--- config.mk ---
export PLATFORM = sky130hd
export DESIGN_NAME = cfp_compress
export DESIGN_NICKNAME = d
export VERILOG_FILES = /design/src/rtl/cfp_pkg.sv /design/src/rtl/cfp_strobe_edge.sv /design/src/rtl/cfp_lead_detect.sv /design/src/rtl/cfp_align.sv /design/src/rtl/cfp_compress.sv
export SDC_FILE = /design/constraint.sdc
export NUM_CORES = 1
export LEC_CHECK = 0
export BUFFER_PORTS_ARGS = -buffer_cell sky130_fd_sc_hd__buf_2
export CELL_PAD_IN_SITES_DETAIL_PLACEMENT = 2
export CELL_PAD_IN_SITES_GLOBAL_PLACEMENT = 2
export CORE_AREA = 2 2 116 118
export DETAILED_ROUTE_END_ITERATION = 10
export DIE_AREA = 0 0 118 120
export HOLD_SLACK_MARGIN = 0.06
export PLACE_DENSITY_LB_ADDON = 0.1
export SYNTH_ARGS = -nofsm -noshare
export SYNTH_HDL_FRONTEND = slang
export SYNTH_HIERARCHICAL = 1
export SYNTH_SLANG_ARGS = --single-unit
export TNS_END_PERCENT = 5
--- constraint.sdc ---
create_clock -name clk -period 7.81 [get_ports clk]
set_input_delay 1.562 -clock clk [delete_from_list [all_inputs] [get_ports clk]]
set_output_delay 1.562 -clock clk [all_outputs]
set_load 0.02 [all_outputs]
--- src/rtl/cfp_pkg.sv ---
package cfp_pkg;

    // Default geometry of the compressed timer word
    localparam int CFP_IN_W   = 27;
    localparam int CFP_MANT_W = 12;
    localparam int CFP_EXP_W  = 4;

    // Map a leading-one position onto a right-shift count.
    // Positions inside the mantissa field need no shift.
    function automatic int lead_to_shift(input int lead, input int mant_w);
        if (lead >= mant_w)
            return lead - (mant_w - 1);
        else
            return 0;
    endfunction

endpackage

--- src/rtl/cfp_strobe_edge.sv ---
module cfp_strobe_edge (
    input  logic clk,
    input  logic rst,
    input  logic level_i,
    output logic rise_o
);

    logic level_q;

    always_ff @(posedge clk) begin
        if (rst)
            level_q <= 1'b0;
        else
            level_q <= level_i;
    end

    assign rise_o = level_i & ~level_q;

endmodule

--- src/rtl/cfp_lead_detect.sv ---
module cfp_lead_detect #(
    parameter int IN_W = cfp_pkg::CFP_IN_W,
    localparam int POS_W = $clog2(IN_W)
) (
    input  logic [IN_W-1:0]  value_i,
    output logic [POS_W-1:0] pos_o
);

    // Scan upward; the highest set bit wins. A zero input yields position 0.
    always_comb begin
        pos_o = '0;
        for (int i = 0; i < IN_W; i++) begin
            if (value_i[i])
                pos_o = POS_W'(i);
        end
    end

endmodule

--- src/rtl/cfp_align.sv ---
module cfp_align #(
    parameter int IN_W   = cfp_pkg::CFP_IN_W,
    parameter int MANT_W = cfp_pkg::CFP_MANT_W,
    parameter int EXP_W  = cfp_pkg::CFP_EXP_W,
    localparam int MAX_SH = IN_W - MANT_W
) (
    input  logic [IN_W-1:0]   value_i,
    input  logic [EXP_W-1:0]  shift_i,
    output logic [MANT_W-1:0] mant_o
);

    // One candidate window per legal shift count
    logic [MANT_W-1:0] window [0:MAX_SH];

    for (genvar s = 0; s <= MAX_SH; s++) begin : g_win
        assign window[s] = value_i[s+MANT_W-1 : s];
    end

    // AND-OR select driven by a decoded shift count
    always_comb begin
        mant_o = '0;
        for (int s = 0; s <= MAX_SH; s++) begin
            if (shift_i == EXP_W'(s))
                mant_o = mant_o | window[s];
        end
    end

endmodule

--- src/rtl/cfp_compress.sv ---
module cfp_compress #(
    parameter int IN_W   = cfp_pkg::CFP_IN_W,
    parameter int MANT_W = cfp_pkg::CFP_MANT_W,
    parameter int EXP_W  = cfp_pkg::CFP_EXP_W,
    localparam int WORD_W = EXP_W + MANT_W,
    localparam int POS_W  = $clog2(IN_W)
) (
    input  logic              clk,
    input  logic              rst,
    input  logic              calc,
    input  logic [IN_W-1:0]   value_in,
    output logic [WORD_W-1:0] word_out
);

    logic              capture;
    logic [POS_W-1:0]  lead_pos;
    logic [EXP_W-1:0]  shift_amt;
    logic [MANT_W-1:0] mant;
    logic [WORD_W-1:0] word_q;

    cfp_strobe_edge u_edge (
        .clk     (clk),
        .rst     (rst),
        .level_i (calc),
        .rise_o  (capture)
    );

    cfp_lead_detect #(
        .IN_W (IN_W)
    ) u_lead (
        .value_i (value_in),
        .pos_o   (lead_pos)
    );

    always_comb begin
        shift_amt = EXP_W'(cfp_pkg::lead_to_shift(int'(lead_pos), MANT_W));
    end

    cfp_align #(
        .IN_W   (IN_W),
        .MANT_W (MANT_W),
        .EXP_W  (EXP_W)
    ) u_align (
        .value_i (value_in),
        .shift_i (shift_amt),
        .mant_o  (mant)
    );

    always_ff @(posedge clk) begin
        if (rst)
            word_q <= '0;
        else if (capture)
            word_q <= {shift_amt, mant};
    end

    assign word_out = word_q;

endmodule

==> flow_summary.json <==
{
  "skew_ns": 0.002605,
  "htreeDepth": 1,
  "grt_max_degree": 65,
  "cts_tree": "done",
  "drcViolationCount": 0,
  "syn_inst": 389,
  "cp_top_family": "compound AO/OA/AOI/OAI gates",
  "drv_slew": 0,
  "worst_pin_slew_ns": 0.8942,
  "track_usage_pct": 19.93,
  "pre_cts_slack_ns": 1.960,
  "r2r-end": "word_out[14]",
  "reg2reg_depth": 3,
  "whs_path_depth": 2,
  "fmax_mhz": 177.9,
  "post_cts_buffers": 0,
  "synth_fp_nets": 421,
  "num_rows": 42,
  "grt_pass1_vias": 3605,
  "hold_class": "reg2reg",
  "ant_nets": 0,
  "synth_area_mm2": 0.003142,
  "start_util_pct": 24.20,
  "root_buffer": "clkbuf_16",
  "leakage_nw": 1.271,
  "clk_pin_slew_ns": 0.05,
  "worst_slack_ns": 2.188,
  "final_layout_size_suffix_gt1_share_pct": 21.11,
  "num_vias": 3277,
  "synth.distinct_cells": 82,
  "final_hold_viol_count": 0,
  "crit_required_ns": 7.93,
  "antenna_found_initial": 0,
  "max-cap-violations": 0,
  "dieHeight_um": 120,
  "r2r_slack_ns": 6.44,
  "critPathLaunchType": "input port",
  "synth_edf_count": 0,
  "hold_end": "word_out[4]",
  "worstSetupPathType": "in2reg",
  "min_period_ns": 5.622,
  "fin_crit_sh_pct": 71.98,
  "area_delta_synth_final_pct": 7.009,
  "peakVddDrop_v": 0.00008065,
  "status": "finished clean",
  "yosysSeqAreaShare_pct": 10.83,
  "ys_seq_elements": 17,
  "cts_made_buffers": 3,
  "clkSinkCount": 17,
  "drtPass1Iterations": 4,
  "wl_per_cell_um": 24.44,
  "ios": 46,
  "cts_resized": 0,
  "slowest_delay_ns": 0.68,
  "routed_wl_um": 14030,
  "min_from": "word_out[4]",
  "crit_fanout": 24,
  "drt-initial-drc-count": 215,
  "grt_pass1_wl_um": 22060,
  "cp.arrival_ns": 5.74,
  "synth_flop_cell": "dfxtp_1",
  "cts_hold_buf": 0,
  "rsz0062_at_grt": "no",
  "ys_warn_count": 6,
  "synthArstFlopShare_pct": 0,
  "power.density_mw_per_mm2": 150.6,
  "overflow": 0,
  "slowest_stage": "a211oi_1",
  "gp_congestion": 0.8185,
  "clock_path_buffers": 2,
  "cp_cell_sequence": "buf_2 -> nand2b_1 -> a21oi_1 -> nor3_1 -> a211oi_1 -> ha_1 -> xnor2_1 -> nand2_1 -> nand2_1 -> buf_4 -> buf_4 -> nand2b_1 -> o21ai_0 -> a221oi_1 -> o2111ai_1 -> mux2i_1 -> nor2_1",
  "nets": 431,
  "dieArea_mm2": 0.01416,
  "timing.rr.start": "u_edge/level_q",
  "slew-limit-headroom_pct": 40.26,
  "dp_hpwl_um": 9676,
  "crit_buf_inv": 3,
  "viasPerCell": 5.709,
  "syn_avg_cell_area_um2": 8.077,
  "tns_ns": 0,
  "worst_skew_pair.late_latency_ns": 0.25,
  "n_antenna_cell": 0,
  "chipWidth_um": 118,
  "end_kind": "flip-flop",
  "numPortBuffers": 45,
  "core-area_mm2": 0.01298,
  "setup_violations": 0
}
-- layer usage --
metal | global-route usage, % | share of wire, % | vias up
met5 | 0 | 0 | -
met4 | 4.895 | 1.8 | 0
met3 | 1.521 | 3.7 | 12
met2 | 34.77 | 50 | 66
met1 | 26.64 | 45 | 1674
li1 | - | - | 1525
-- worst register-to-register path, cell delays in order, from the launching register on --
cell	delay, ns
dfxtp_1	0.32
nor2b_4	0.55
nor2_1	0.14
a311oi_2	0.27
-- worst max path at each step --
stage / start / slack (ns) / depth (start not counted) / endpoint
after global routing: value_in[14] / 1.79 / 17 / word_out[2]
after floorplan: value_in[9] / 3.45 / 14 / word_out[4]
after detailed placement: value_in[14] / 1.96 / 17 / word_out[2]
final: value_in[14] / 2.19 / 17 / word_out[2]
after global placement: value_in[5] / 2.02 / 15 / word_out[4]
after CTS: value_in[14] / 2.20 / 17 / word_out[2]
-- power breakdown --
part           total [mW]  internal, mW  leakage, nW  switching, mW
clock network       0.103        0.0693       0.0382         0.0336
registers           0.102        0.0969        0.140        0.00517
logic               0.301         0.113         1.09          0.188
-- cells in the mapped netlist (9+ instances only) --
master / number / area [um2]
a21oi_1: 19 / 95.09
mux2i_1: 24 / 240.2
a22oi_1: 15 / 112.6
nand2_1: 17 / 63.81
a31oi_1: 12 / 75.07
dfxtp_1: 17 / 340.3
nor2b_1: 9 / 56.30
nand2b_1: 12 / 75.07
nor3b_1: 17 / 127.6
buf_6: 11 / 123.9
buf_2: 15 / 75.07
o21ai_0: 12 / 60.06
nor2_1: 27 / 101.4
nand3_1: 12 / 60.06
inv_1: 9 / 33.78
-- state kept, by name, summed over array words and instances, names as in the netlist --
name / cells
u_edge/level_q: 1
word_out: 16
-- cells in the final DEF (no fill, tap or decap), types with 12 or more instances in the layout --
cell       n
a31oi_1   12
mux2i_1   24
nand3_1   12
nand2b_1  12
nor2_1    26
a21oi_1   19
buf_2     45
o21ai_0   12
nand2_1   17
nor3b_1   16
a22oi_1   15
dfxtp_1   17
-- per-stage QoR --
stage / power, mW / util, % / instance area, um2 / hold WS (ns) / instances
6_report: 0.5062 / 25.90 / 3362 / 0.4890 / 574
5_1_grt: 0.5450 / 25.90 / 3362 / 0.5232 / 574
3_3_place_gp: 0.4028 / 25.29 / 3283 / 0.4722 / 570
4_1_cts: 0.5116 / 25.90 / 3362 / 0.4977 / 574
3_5_place_dp: 0.4049 / 25.29 / 3283 / 0.4848 / 570
2_1_floorplan: 0.3275 / - / 3142 / 0.5717 / 389
-- cells by family (layout without fill, tap and decap cells) --
logic type	after synthesis	count (layout)	share of synthesized area (%)
AND/OR/NAND/NOR	145	145	28.87
AO/OA/AOI/OAI	133	133	31.82
XOR/XNOR	1	1	0.2788
multiplexers	36	36	13.98
buffers and inverters	55	64	13.42
adder cells (fa/ha/maj)	2	2	0.7964
flip-flops	17	17	10.83
-- area by class of cell --
| type | count | area, um2 |
|---|---|---|
| fill | 1537 | 9618 |
| multi-input combinational | 317 | 2397 |
| sequential | 17 | 340.3 |
| timing repair buffer | 50 | 287.8 |
| tap | 176 | 220.2 |
| clock buffer | 4 | 78.83 |
| inverter | 10 | 37.54 |
Note: power is estimated with default switching activity, not from simulation.
